<file path="config.mk">
export PLATFORM = sky130hd
export DESIGN_NAME = scte_txend_flag
export DESIGN_NICKNAME = d
export VERILOG_FILES = /design/src/rtl/scte_pkg.sv /design/src/rtl/scte_etu_timer.sv /design/src/rtl/scte_clear_arm.sv /design/src/rtl/scte_flag_reg.sv /design/src/rtl/scte_txend_flag.sv
export SDC_FILE = /design/constraint.sdc
export NUM_CORES = 1
export LEC_CHECK = 0
export ABC_AREA = 0
export BUFFER_PORTS_ARGS = -buffer_cell sky130_fd_sc_hd__buf_4
export CORE_AREA = 2 2 39 41
export DETAILED_ROUTE_END_ITERATION = 8
export DIE_AREA = 0 0 41 43
export GPL_TIMING_DRIVEN = 1
export PLACE_DENSITY = 0.57
export SLEW_MARGIN = 30
export SYNTH_ARGS = -nofsm -noshare
export SYNTH_HDL_FRONTEND = slang
export SYNTH_SLANG_ARGS = --single-unit
</file>
<file path="constraint.sdc">
create_clock -name clk -period 1.39 [get_ports clk]
set_clock_uncertainty 0.15 [all_clocks]
set_input_delay 0.0695 -clock clk [delete_from_list [all_inputs] [get_ports clk]]
set_output_delay 0.0695 -clock clk [all_outputs]
set_load 0.01 [all_outputs]
</file>
<file path="src/rtl/scte_pkg.sv">
package scte_pkg;

    // Default half-etu counts for each interval length
    localparam int HALF_LONG_DEF  = 5;
    localparam int HALF_MID_DEF   = 3;
    localparam int HALF_SHORT_DEF = 2;

    typedef struct packed {
        logic guard;
        logic block;
    } mode_t;

    typedef enum logic [1:0] {
        GAP_LONG  = 2'd0,
        GAP_MID   = 2'd1,
        GAP_SHORT = 2'd2
    } gap_e;

    typedef enum logic {
        TMR_IDLE = 1'b0,
        TMR_RUN  = 1'b1
    } tmr_state_e;

    typedef struct packed {
        logic force_set;
        logic timed_set;
        logic sw_clear;
        logic dma_clear;
    } flag_evt_t;

    // Block transfer overrides guard mode
    function automatic gap_e gap_select(input mode_t m);
        gap_e g;
        if (m.block)      g = GAP_SHORT;
        else if (m.guard) g = GAP_MID;
        else              g = GAP_LONG;
        return g;
    endfunction

    function automatic logic any_set(input flag_evt_t e);
        return e.force_set | e.timed_set;
    endfunction

    function automatic logic any_clear(input flag_evt_t e);
        return e.sw_clear | e.dma_clear;
    endfunction

endpackage

</file>
<file path="src/rtl/scte_etu_timer.sv">
module scte_etu_timer
    import scte_pkg::*;
#(
    parameter int HALF_LONG  = HALF_LONG_DEF,
    parameter int HALF_MID   = HALF_MID_DEF,
    parameter int HALF_SHORT = HALF_SHORT_DEF
) (
    input  logic  clk,
    input  logic  rst,
    input  logic  start,
    input  logic  half_tick,
    input  logic  err_sig,
    input  logic  dr_empty,
    input  mode_t mode,
    output logic  expire_set
);
    localparam int CNT_W = $clog2(HALF_LONG + 1);

    tmr_state_e       st_q, st_d;
    logic [CNT_W-1:0] cnt_q, cnt_d;
    logic [CNT_W-1:0] load_val;
    logic             last_step;

    always_comb begin
        unique case (gap_select(mode))
            GAP_SHORT: load_val = CNT_W'(HALF_SHORT);
            GAP_MID:   load_val = CNT_W'(HALF_MID);
            default:   load_val = CNT_W'(HALF_LONG);
        endcase
    end

    assign last_step = (cnt_q == CNT_W'(1));

    always_comb begin
        st_d       = st_q;
        cnt_d      = cnt_q;
        expire_set = 1'b0;
        if (start) begin
            st_d  = TMR_RUN;
            cnt_d = load_val;
        end else if (st_q == TMR_RUN) begin
            if (err_sig) begin
                st_d = TMR_IDLE;
            end else if (half_tick) begin
                if (last_step) begin
                    st_d       = TMR_IDLE;
                    expire_set = dr_empty;
                end else begin
                    cnt_d = cnt_q - CNT_W'(1);
                end
            end
        end
    end

    always_ff @(posedge clk) begin
        if (rst) begin
            st_q  <= TMR_IDLE;
            cnt_q <= '0;
        end else begin
            st_q  <= st_d;
            cnt_q <= cnt_d;
        end
    end

endmodule

</file>
<file path="src/rtl/scte_clear_arm.sv">
module scte_clear_arm (
    input  logic clk,
    input  logic rst,
    input  logic rd,
    input  logic wr,
    input  logic wdata,
    input  logic flag_q,
    output logic sw_clear
);
    logic armed_q;

    // Arm only from the value seen by the read itself
    always_ff @(posedge clk) begin
        if (rst)     armed_q <= 1'b0;
        else if (wr) armed_q <= 1'b0;
        else if (rd) armed_q <= flag_q;
    end

    assign sw_clear = wr & ~wdata & armed_q;

endmodule

</file>
<file path="src/rtl/scte_flag_reg.sv">
module scte_flag_reg
    import scte_pkg::*;
(
    input  logic      clk,
    input  logic      rst,
    input  flag_evt_t evt,
    output logic      flag_q
);
    always_ff @(posedge clk) begin
        if (rst)                 flag_q <= 1'b1;
        else if (any_set(evt))   flag_q <= 1'b1;
        else if (any_clear(evt)) flag_q <= 1'b0;
    end

endmodule

</file>
<file path="src/rtl/scte_txend_flag.sv">
module scte_txend_flag
    import scte_pkg::*;
#(
    parameter int HALF_LONG  = HALF_LONG_DEF,
    parameter int HALF_MID   = HALF_MID_DEF,
    parameter int HALF_SHORT = HALF_SHORT_DEF
) (
    input  logic clk,
    input  logic rst,
    input  logic tx_en,
    input  logic err_sig,
    input  logic dr_empty,
    input  logic char_start,
    input  logic half_tick,
    input  logic mode_guard,
    input  logic mode_block,
    input  logic sw_rd,
    input  logic sw_wr,
    input  logic sw_wdata,
    input  logic dma_ack,
    output logic tx_end
);
    mode_t     mode;
    flag_evt_t evt;
    logic      timed_set;
    logic      sw_clear;

    assign mode.guard = mode_guard;
    assign mode.block = mode_block;

    scte_etu_timer #(
        .HALF_LONG (HALF_LONG),
        .HALF_MID  (HALF_MID),
        .HALF_SHORT(HALF_SHORT)
    ) u_timer (
        .clk       (clk),
        .rst       (rst),
        .start     (char_start),
        .half_tick (half_tick),
        .err_sig   (err_sig),
        .dr_empty  (dr_empty),
        .mode      (mode),
        .expire_set(timed_set)
    );

    scte_clear_arm u_arm (
        .clk     (clk),
        .rst     (rst),
        .rd      (sw_rd),
        .wr      (sw_wr),
        .wdata   (sw_wdata),
        .flag_q  (tx_end),
        .sw_clear(sw_clear)
    );

    assign evt.force_set = ~tx_en & ~err_sig;
    assign evt.timed_set = timed_set;
    assign evt.sw_clear  = sw_clear;
    assign evt.dma_clear = dma_ack;

    scte_flag_reg u_flag (
        .clk   (clk),
        .rst   (rst),
        .evt   (evt),
        .flag_q(tx_end)
    );

endmodule

</file>
[Yosys cells after proc, flatten, opt, wreduce, memory -nomap -nowiden]
Cells that the tools add are included.
Operators by class
  muxes and demuxes: 18
  equality and inequality tests: 5
  reduce and logical (&&, ||, !) cells: 5
  bitwise gates (word level): 8
  add/sub/neg operators: 1
Operators by type and width (number)
  3-bit 2-to-1 mux: 5
  1-bit 2-to-1 mux: 11
  3-bit case mux with 2 select lines: 1
  4-bit AND reduction: 1
  2-bit nonzero test: 2
  2-bit OR reduction: 2
  1-bit bitwise AND: 3
  3-bit by 1-bit == test with 1-bit output, second input constant: 1
  1-bit NOT: 3
  3-bit by 1-bit subtractor with 3-bit output, second input constant: 1
  2-bit by 1-bit == test with 1-bit output, second input constant: 1
  2-bit == test, second input constant: 1
  2-bit 2-to-1 mux: 1
  2-bit by 1-bit != test with 1-bit output, second input constant: 1
  2-bit != test, second input constant: 1
  1-bit bitwise OR: 2
Storage, ports and cells
  output and inout bits: 1
  bits in registers: 6
  bits of input ports: 13

[Depth between registers and ports, before layout]
  word-level depth: 8
  depth in mapped cells: 5

[Modules after synthesis]
Synthesis repeated with hierarchy kept, for this count alone.
Unflattened totals
  cell total of the unflattened synthesis: 38
  area, all modules: 354.1 um^2
Modules (own cells, without submodules)
  scte_etu_timer: times used 1, cells an instance 30, area each 266.5 um^2, sequential area each 80.1 um^2
  scte_clear_arm: times used 1, cells an instance 4, area each 48.8 um^2, sequential area each 20.0 um^2
  scte_flag_reg: times used 1, cells an instance 3, area each 35.0 um^2, sequential area each 20.0 um^2
  scte_txend_flag: times used 1, cells an instance 1, area each 3.8 um^2, sequential area each 0.0 um^2

[Worst setup path before layout]
No wires, ideal clock.
  path kind: register to register
  start point: register u_timer.cnt_q[1]
  end point: register u_timer.cnt_q[0]
  clock period less this slack: 1.339 ns
  buffers on the path: 0
  setup time: 0.122 ns
  stages on the path, launching flop included: 6
  data required time: 1.118 ns
  data arrival time: 1.068 ns
  slack: 0.051 ns
  path through: dfxtp_1 inv_1 ha_1 nand2b_1 and3_1 o311a_1
On the way
  cells in the longest elaborated chain, start to end: 3
Ends and longest elaborated chain
  start: declaration: line scte_etu_timer.sv:20  | logic [CNT_W-1:0] cnt_q, cnt_d;
  start signal: assignment: line scte_etu_timer.sv:61  | cnt_q <= cnt_d;
  3-bit by 1-bit == test with 1-bit output: line scte_etu_timer.sv:32  | assign last_step = (cnt_q == CNT_W'(1));
  2-bit != test (no source line)
  4-bit AND reduction (no source line)
No other way between the ends.
A chain may end at the register's enable or synchronous reset.

[Worst setup path in the final report]
Same ends and word-level chain as after synthesis.

==> results.sh <==
export IMPL_power_internal_mw=0.361
export IMPL_drt_iter0_markers=4
export IMPL_clk_path_buf_depth=2
export IMPL_arrival_ps=1300
export IMPL_setup_violations=0
export IMPL_cts_buffers=3
export IMPL_setup_worst_path_end_class="register"
export IMPL_viasPerCell=4.76
export IMPL_place_hpwl_um=635
export IMPL_clockRootBuffer="clkbuf_4"
export IMPL_drive_gt1_frac=0.379
export IMPL_ir_drop_mv=0.381
export IMPL_chipHeight_um=43
export IMPL_power_mw=0.480
export IMPL_drtPass1Iterations=4
export IMPL_hp_class="primary input to register"
export IMPL_fmax_mhz=755
export IMPL_drc_errors=0
export IMPL_pwr_share_comb=0.267
export IMPL_max_slew_margin_rel=0.798
export IMPL_dp_cells=70
export IMPL_globalplace_congestion=0.838
export IMPL_outcome="completed"
export IMPL_yosys_warnings=0
export IMPL_hold_viol=0
export IMPL_cts_tree="built"
export IMPL_swShare=0.248
export IMPL_fin_crit_ps=1320
export IMPL_fillers=137
export IMPL_grt_pass1_wl_mm=1.39
export IMPL_worst_pin_slew_ps=299
export IMPL_final_cells=82
export IMPL_grt_pass1_vias=380
export IMPL_critical_path_class="register to register"
export IMPL_worstSetupStartpointType="register"
export IMPL_wl_per_cell_um=11.8
export IMPL_clkSlewWorstSetupHoldPaths_ps=50
export IMPL_grt_max_degree=9
export IMPL_core_area_um2=1380
export IMPL_holdWs_ps=24.2
export IMPL_finish_net_count=83
export IMPL_maxCapViolations=0
export IMPL_design_area_um2=607
export IMPL_final_cell_mix="buf_4, dlygate4sd3_1, dfxtp_1, a21oi_1"
export IMPL_port_buffers=13
export IMPL_final_common_cell="buf_4"
export IMPL_dieArea_um2=1760
export IMPL_cts_sinks=6
export IMPL_synth_seq_area_share=0.353
export IMPL_required_ps=1360
export IMPL_clkPwrFrac=0.331
export IMPL_cellPowerDensity_nw_per_um2=792
export IMPL_grt_util_all_layers=0.117
export IMPL_syn_num_nets=54
export IMPL_ys_types=23
export IMPL_areaGrowthSynthToFinish_pct=78.3
export IMPL_tns_ps=0
export IMPL_postPlaceCellArea_um2=469
export IMPL_antenna_found_initial=0
export IMPL_clkLatencyLatePin_ps=240
export IMPL_power_leakage_nw=0.273
export IMPL_cts_max_level=1
export IMPL_via_count=390
export IMPL_die_width_um=41
export IMPL_worstPathMaxFanout=4
export IMPL_routed_wl_um=964
export IMPL_switchingPower_mw=0.119
export IMPL_rsz0062_at_grt="false"
export IMPL_finalCritPeriodShare=0.952
export IMPL_num_antenna_cells=0
export IMPL_synth_area_per_cell_um2=8.73
export IMPL_ys_ff_latch=6
export IMPL_final_antenna_net_count=0
export IMPL_synthesis_area_um2=340
export IMPL_grt_ovfl_total=0
export IMPL_seqPwrFrac=0.402
export IMPL_ios=14
export IMPL_start_util=0.246
export IMPL_core_rowCount=14
export IMPL_synth_cells=39
export IMPL_drv_slew=0
worst max-delay path, stage by stage, from the launching register on:
cell and delay, ps:
dfxtp_1 310, inv_2 70, ha_4 150, nand2b_4 60, and3_1 180, o311a_1 280
synthesized netlist by cell type (all sizes together):
| cell | instances | area (um2) |
|---|---|---|
| nor3 | 1 | 5.00 |
| nor2 | 2 | 7.51 |
| a21oi | 4 | 20.0 |
| nor4bb | 1 | 10.0 |
| o2111ai | 1 | 8.76 |
| nor2b | 1 | 6.26 |
| and3b | 1 | 8.76 |
| o21ai | 2 | 10.0 |
| o311a | 1 | 10.0 |
| nand2 | 3 | 11.3 |
| a311o | 1 | 10.0 |
| buf | 1 | 11.3 |
| o311ai | 1 | 8.76 |
| nand2b | 1 | 6.26 |
| mux2i | 1 | 10.0 |
| dfxtp | 6 | 120 |
| and3 | 1 | 6.26 |
| ha | 2 | 25.0 |
| nand3b | 1 | 7.51 |
| a31oi | 1 | 6.26 |
| a21bo | 1 | 10.0 |
| o22ai | 1 | 6.26 |
| inv | 4 | 15.0 |
worst paths after layout:
path,endpoint,from,depth (start not counted),slack (ps)
hold / removal,u_flag.flag_q,dma_ack,4,20
setup / recovery,u_timer.cnt_q[0],u_timer.cnt_q[1],5,70
hold reg to reg,u_timer.st_q,u_timer.st_q,2,360
setup reg to reg,u_timer.cnt_q[0],u_timer.cnt_q[1],5,70
power by group through the flow:
stage	Clock [mW]	Combinational, mW	Sequential (mW)
2_1_floorplan	0	0.0438	0.195
3_3_place_gp	0	0.0941	0.194
3_5_place_dp	0	0.0950	0.194
4_1_cts	0.165	0.113	0.191
5_1_grt	0.180	0.140	0.194
6_report	0.159	0.128	0.193
through the flow:
stage	utilization	setup slack, ps
4_1_cts	0.413	9.33
3_5_place_dp	0.339	14.1
3_3_place_gp	0.339	55.2
2_1_floorplan	-	50.8
6_report	0.439	66.2
5_1_grt	0.439	20.3
what timing repair did:
item / CTS / global route
hold endpoints to repair: 5 / 0
buffers inserted: 0 / 1
hold buffers: 8 / 0
gates resized for setup: 0 / 6
setup endpoints to repair: 0 / 2
logic make-up (layout without fill, tap and decap cells):
group                    count (synthesis)  in the layout  synth area share
AND/OR/NAND/NOR                         12             12             0.202
flip-flops                               6              6             0.353
buffers and inverters                    5             32            0.0772
multiplexers                             1              1            0.0294
adder cells (fa/ha/maj)                  2              2            0.0735
AO/OA/AOI/OAI                           13             13             0.265
sequential cells by signal, summed over array words and instances (netlist names):
name and flops:
u_timer.cnt_q 3, u_arm.armed_q 1, u_flag.flag_q 1, u_timer.st_q 1
per-layer routing:
layer / up-vias / global-route usage / wire (um)
met4: 0 / 0.0400 / 8
met3: 2 / 0.0314 / 62
met2: 14 / 0.188 / 452
met5: - / 0 / 0
li1: 202 / - / -
met1: 172 / 0.142 / 441
final cells by class:
cell class	instances	area (um2)	share of cell area
well taps	16	20.0	0.0330
multi-input cells	28	220	0.363
flip-flops and latches	6	121	0.200
inverters	4	15.0	0.0247
repair buffers	25	208	0.342
clock buffers	3	22.5	0.0371
No activity file was read; power rests on OpenSTA's default activity.
